==> src/rtl/stg_pkg.sv <==
package stg_pkg;
  typedef enum logic [1:0] {
    MODE_CONT = 2'd0,
    MODE_INTV = 2'd1,
    MODE_MON  = 2'd2
  } trig_mode_e;
endpackage

==> src/rtl/stg_tick_calc.sv <==
// Converts a nanosecond request into a tick count with floor and cap.
module stg_tick_calc #(
  parameter int REQ_W     = 32,
  parameter int CNT_W     = 16,
  parameter int TICK_NS   = 250,
  parameter int MIN_NS    = 1500,
  parameter int MIN_TICKS = 6,
  parameter int MAX_TICKS = 65535
) (
  input  logic [REQ_W-1:0] req_ns,
  output logic [CNT_W-1:0] ticks
);
  logic [REQ_W-1:0] quot;

  always_comb begin
    quot = req_ns / REQ_W'(TICK_NS);
    if (req_ns <= REQ_W'(MIN_NS))
      ticks = CNT_W'(MIN_TICKS);
    else if (quot > REQ_W'(MAX_TICKS))
      ticks = CNT_W'(MAX_TICKS);
    else
      ticks = quot[CNT_W-1:0];
  end
endmodule

==> src/rtl/stg_prescaler.sv <==
// Divides the system clock into ticks; last is the terminal count.
module stg_prescaler #(
  parameter int W = 6
) (
  input  logic         clk,
  input  logic         rst_n,
  input  logic         clr,
  input  logic         run,
  input  logic [W-1:0] last,
  output logic         tick
);
  logic [W-1:0] cnt_q, cnt_d;

  assign tick = run && (cnt_q == last);

  always_comb begin
    cnt_d = cnt_q;
    if (clr)
      cnt_d = '0;
    else if (run)
      cnt_d = tick ? '0 : cnt_q + W'(1);
  end

  always_ff @(posedge clk or negedge rst_n) begin
    if (!rst_n)
      cnt_q <= '0;
    else
      cnt_q <= cnt_d;
  end
endmodule

==> src/rtl/stg_period_ctr.sv <==
// Counts ticks; wrap marks the boundary between periods.
module stg_period_ctr #(
  parameter int W = 16
) (
  input  logic         clk,
  input  logic         rst_n,
  input  logic         clr,
  input  logic         tick,
  input  logic [W-1:0] last,
  output logic         wrap
);
  logic [W-1:0] cnt_q, cnt_d;

  assign wrap = tick && (cnt_q == last);

  always_comb begin
    cnt_d = cnt_q;
    if (clr)
      cnt_d = '0;
    else if (tick)
      cnt_d = wrap ? '0 : cnt_q + W'(1);
  end

  always_ff @(posedge clk or negedge rst_n) begin
    if (!rst_n)
      cnt_q <= '0;
    else
      cnt_q <= cnt_d;
  end
endmodule

==> src/rtl/sample_trig_gen.sv <==
module sample_trig_gen #(
  parameter int CLK_MHZ   = 48,
  parameter int TICK_NS   = 250,
  parameter int MIN_NS    = 1500,
  parameter int MIN_TICKS = 6,
  parameter int MAX_TICKS = 65535,
  parameter int MON_TICKS = 20,
  parameter int REQ_W     = 32
) (
  input  logic             clk,
  input  logic             rst_n,
  input  logic [REQ_W-1:0] cfg_interval_ns,
  input  logic             cfg_monitor,
  input  logic             cfg_load,
  input  logic             cfg_enable,
  output logic             trig_o,
  output logic             cont_o
);
  import stg_pkg::*;

  localparam int PSC_INTV = CLK_MHZ * TICK_NS / 1000;
  localparam int PSC_MON  = CLK_MHZ;
  localparam int PSC_MAX  = (PSC_INTV > PSC_MON) ? PSC_INTV : PSC_MON;
  localparam int PSC_W    = (PSC_MAX > 2) ? $clog2(PSC_MAX) : 1;
  localparam int CNT_MAX  = (MAX_TICKS > MON_TICKS) ? MAX_TICKS : MON_TICKS;
  localparam int CNT_W    = $clog2(CNT_MAX + 1);

  // reset: asynchronous assertion, synchronous release
  logic [1:0] rst_sync_q;
  logic       rst_int_n;

  always_ff @(posedge clk or negedge rst_n) begin
    if (!rst_n)
      rst_sync_q <= 2'b00;
    else
      rst_sync_q <= {rst_sync_q[0], 1'b1};
  end
  assign rst_int_n = rst_sync_q[1];

  // configuration capture
  logic [CNT_W-1:0] ticks_w;
  trig_mode_e       mode_q, mode_d;
  logic [CNT_W-1:0] per_last_q, per_last_d;
  logic [PSC_W-1:0] psc_last_q, psc_last_d;

  stg_tick_calc #(
    .REQ_W(REQ_W), .CNT_W(CNT_W), .TICK_NS(TICK_NS),
    .MIN_NS(MIN_NS), .MIN_TICKS(MIN_TICKS), .MAX_TICKS(MAX_TICKS)
  ) u_calc (
    .req_ns(cfg_interval_ns),
    .ticks (ticks_w)
  );

  always_comb begin
    mode_d     = mode_q;
    per_last_d = per_last_q;
    psc_last_d = psc_last_q;
    if (cfg_load) begin
      if (cfg_monitor) begin
        mode_d     = MODE_MON;
        per_last_d = CNT_W'(MON_TICKS - 1);
        psc_last_d = PSC_W'(PSC_MON - 1);
      end else begin
        mode_d     = (cfg_interval_ns == '0) ? MODE_CONT : MODE_INTV;
        per_last_d = ticks_w - CNT_W'(1);
        psc_last_d = PSC_W'(PSC_INTV - 1);
      end
    end
  end

  always_ff @(posedge clk or negedge rst_int_n) begin
    if (!rst_int_n) begin
      mode_q     <= MODE_INTV;
      per_last_q <= CNT_W'(MIN_TICKS - 1);
      psc_last_q <= PSC_W'(PSC_INTV - 1);
    end else begin
      mode_q     <= mode_d;
      per_last_q <= per_last_d;
      psc_last_q <= psc_last_d;
    end
  end

  // counting chain
  logic clr, run, tick, wrap;

  assign clr = cfg_load || !cfg_enable;
  assign run = cfg_enable && !cfg_load && (mode_q != MODE_CONT);

  stg_prescaler #(.W(PSC_W)) u_psc (
    .clk  (clk),
    .rst_n(rst_int_n),
    .clr  (clr),
    .run  (run),
    .last (psc_last_q),
    .tick (tick)
  );

  stg_period_ctr #(.W(CNT_W)) u_per (
    .clk  (clk),
    .rst_n(rst_int_n),
    .clr  (clr),
    .tick (tick),
    .last (per_last_q),
    .wrap (wrap)
  );

  // output registers
  logic trig_q, trig_d, cont_q, cont_d;

  always_comb begin
    trig_d = wrap;
    cont_d = cfg_enable && !cfg_load && (mode_q == MODE_CONT);
  end

  always_ff @(posedge clk or negedge rst_int_n) begin
    if (!rst_int_n) begin
      trig_q <= 1'b0;
      cont_q <= 1'b0;
    end else begin
      trig_q <= trig_d;
      cont_q <= cont_d;
    end
  end

  assign trig_o = trig_q;
  assign cont_o = cont_q;
endmodule

==> config.mk <==
export PLATFORM = sky130hd
export DESIGN_NAME = sample_trig_gen
export DESIGN_NICKNAME = d
export VERILOG_FILES = /design/src/rtl/stg_pkg.sv /design/src/rtl/stg_tick_calc.sv /design/src/rtl/stg_prescaler.sv /design/src/rtl/stg_period_ctr.sv /design/src/rtl/sample_trig_gen.sv
export SDC_FILE = /design/constraint.sdc
export NUM_CORES = 1
export LEC_CHECK = 0
export ABC_CLOCK_PERIOD_IN_PS = 1300
export CAP_MARGIN = 30
export CORE_MARGIN = 1.5
export CORE_UTILIZATION = 35
export DETAILED_ROUTE_END_ITERATION = 16
export PLACE_DENSITY_LB_ADDON = 0.08
export SLEW_MARGIN = 5
export SYNTH_ARGS = -nofsm -noshare
export SYNTH_HDL_FRONTEND = slang
export SYNTH_SLANG_ARGS = --single-unit
==> constraint.sdc <==
create_clock -name clk -period 1.3 [get_ports clk]
set_clock_uncertainty 0.05 [all_clocks]
set_input_delay 0.39 -clock clk [delete_from_list [all_inputs] [get_ports clk]]
set_output_delay 0.39 -clock clk [all_outputs]
set_load 0.05 [all_outputs]
==> key figures <==
Outcome
  • Status: finished with violations
  • Failing checks: negative setup slack

Critical path
  • Worst setup SP type: input port
  • Crit-path most repeated cell: buf_4
  • CP Buf/Inv Count: 26
  • Slowest Stage Delay on Critical Path: 0.53 ns
  • FF-to-FF End: u_per.cnt_q[14]$_DFFE_PN0P_
  • Critical Path RT: 1.41 ns
  • Top delay family on crit path: compound AO/OA/AOI/OAI gates
  • FF-to-FF Start: mode_q[0]$_DFFE_PN1P_
  • Critical Path AT: 17.23 ns
  • WS Path Type: input port to register
  • R2R setup slack: -1.07 ns
  • Reg2Reg Depth: 7
  • CP max-delay cell: or4_4
  • Peak fanout along the critical path: 6
  • CP Capture Type: register
  • Crit path depth: 89

Yosys
  • Commonest cells in the synthesized netlist: nand2_1 (127), nor2_1 (118), a21oi_1 (83), xnor2_1 (67), o21ai_0 (63)
  • Synth unique cells: 128
  • Seq/Total Area, Yosys: 0.105
  • Number of synthesized flops with an enable pin: 0
  • Post-synth ARST share: 1.00
  • Top_reg_cell synth: dfrtp_1
  • Mapped Cells: 1445
  • Syn Area/Cell: 7.27 sq um
  • Top cells by area, synth: dfrtp_1 (9.8%), xnor2_1 (5.6%), nand2_1 (4.5%), nor2_1 (4.2%), a21oi_1 (4.0%)
  • Synth area leader: dfrtp_1
  • Syn_nets: 1485
  • Cell area after synthesis: 10500 sq um
  • Top cell type's share of synthesized area: 0.0977
  • Synth warnings: 0
  • Post-synthesis register bit count: 44
  • Most frequent cell after synthesis: nand2_1

CTS
  • TritonCTS Sinks: 44
  • Reg clk slew, reported paths: 0.06 ns
  • Total CTS buffers: 5
  • Worst-Skew Late Latency: 0.28 ns
  • Cts hold-fix bufs: 0
  • Maximum clock insertion buffer count: 2
  • H-tree levels: 2
  • Root Buffer: clkbuf_16
  • CTS tree: built

Cells and area
  • Final non-filler cell total: 2547
  • Antenna cells: 0
  • Fill cells: 2512
  • Storage cell area: 1110 sq um
  • Area Growth Syn to Fin: 83.5%
  • Nets: 2196
  • Fraction of layout cells with a size suffix above 1: 0.516
  • Area of the multi-input gates: 10900 sq um

Placement
  • Pre-CTS setup slack: -17.06 ns
  • Placed insts: 2386
  • Post-DP HPWL: 31600 um
  • IO buf count: 38
  • GPL Wtd Cong: 0.895

Route
  • Drt pass-1 iters: 5
  • Post-DR vias/cell: 5.63
  • Via count: 14300
  • DRT antenna net count: 0
  • Drt total wl: 43600 um
  • Iteration-0 DRC Markers: 1050
  • Wire per inst: 17.1 um
  • DRC Markers: 0

STA
  • RSZ-0062 raised after global routing: true
  • Worst Tran Pin Value: 0.646 ns
  • Final hold violation count: 0
  • WHS: 0.204 ns
  • Final setup margin: -15.81 ns
  • Fmax: 58.4 MHz
  • Final Slew Violations: 0
  • Rel. slew slack: 0.566
  • Post-route setup TNS: -270.50 ns
  • Min cycle time layout: 17.11 ns
  • Setup-violating endpoint count in the final report: 39
  • Final critical-path share of the clock period: 13.2

Min path
  • Worst hold path type: register to async pin

Die
  • Core Rows: 63
  • Die H: 176 um
  • Die width: 176 um
  • Area of the die: 31100 sq um
  • Core ar.: 29600 sq um
  • IO Count: 39
  • Initial Util: 0.355

GRT
  • Number of global-route vias before repair: 13700
  • Pin count of the biggest net entering global routing: 43
  • Grt ovf: 0
  • Global-route wire length before repair: 67500 um
  • Total track usage: 0.259
  • Initial antenna violation count: 0

Run
  • Max_cap viols: 0
## worst max path at each step
stage                                            end  slack (ns)           startpoint
final                     per_last_q[10]$_DFFE_PN0P_      -15.81  cfg_interval_ns[25]
after global routing       per_last_q[6]$_DFFE_PN0P_      -16.56  cfg_interval_ns[25]
after CTS                 per_last_q[10]$_DFFE_PN0P_      -15.58  cfg_interval_ns[24]
after detailed placement  per_last_q[10]$_DFFE_PN0P_      -17.06  cfg_interval_ns[26]
after global placement     per_last_q[6]$_DFFE_PN0P_      -16.71  cfg_interval_ns[26]
after floorplan            per_last_q[6]$_DFFE_PN0P_      -16.03  cfg_interval_ns[24]
## area by class of cell
class / count / share of cell area
timing repair buffer: 781 / 0.333
clock inverter: 1 / 0.000389
clock buffer: 7 / 0.00740
tap: 390 / 0.0253
inverter: 53 / 0.0104
sequential: 44 / 0.0574
multi-input combinational: 1271 / 0.566
## cell families after synthesis
kind of cell,after synthesis,synth area share
AOI/OAI and AO/OA,535,0.394
xor gates and xnor gates,107,0.0982
adders and majority gates,9,0.00929
buffers and inverters,132,0.0525
DFF,44,0.105
muxes,61,0.0675
other,1,0.000357
and+or+nand+nor,556,0.273
## placed cells by master (no fill, tap or decap), types with 40 or more instances in the layout
cell     synthesis  routed
o21ai_0         63      51
inv_1           52      47
a21oi_1         83      59
buf_6            1      69
nor2_1         118      96
nand3_1         60      49
dfrtp_1         41      40
xnor2_1         67      59
nand2_1        127     109
buf_4            6     665
## metal layers
metal | part of all wire | vias to the layer above | global-route usage | wire (um)
met2 | 0.49 | 294 | 0.458 | 21500
li1 | - | 7046 | - | -
met4 | 0.017 | 0 | 0.0402 | 731
met1 | 0.46 | 6940 | 0.347 | 19800
met5 | 0 | - | 0 | 0
met3 | 0.035 | 60 | 0.0213 | 1510
## per-stage QoR
stage               instance area, sq um   util
floorplan                          11000      -
CTS                                18000  0.611
detailed placement                 16000  0.541
global route                       19300  0.652
finish                             19300  0.652
global placement                   16000  0.541
## flip-flops by register name, indices dropped and copies added, names as in the netlist
signal	count
psc_last_q	1
trig_o	1
mode_q	1
u_per.cnt_q	16
per_last_q	16
rst_sync_q	2
cont_o	1
u_psc.cnt_q	6
## timing repair
item / in CTS / in global routing
pin swaps: 140 / 110
resized for setup: 285 / 168
cloned: 4 / 1
setup endpoints to repair: 41 / 40
buffers inserted: 92 / 61
Power is left out: the tool's default activity adds up to more than one toggle a clock period on the data nets, which glitch-free logic cannot reach.
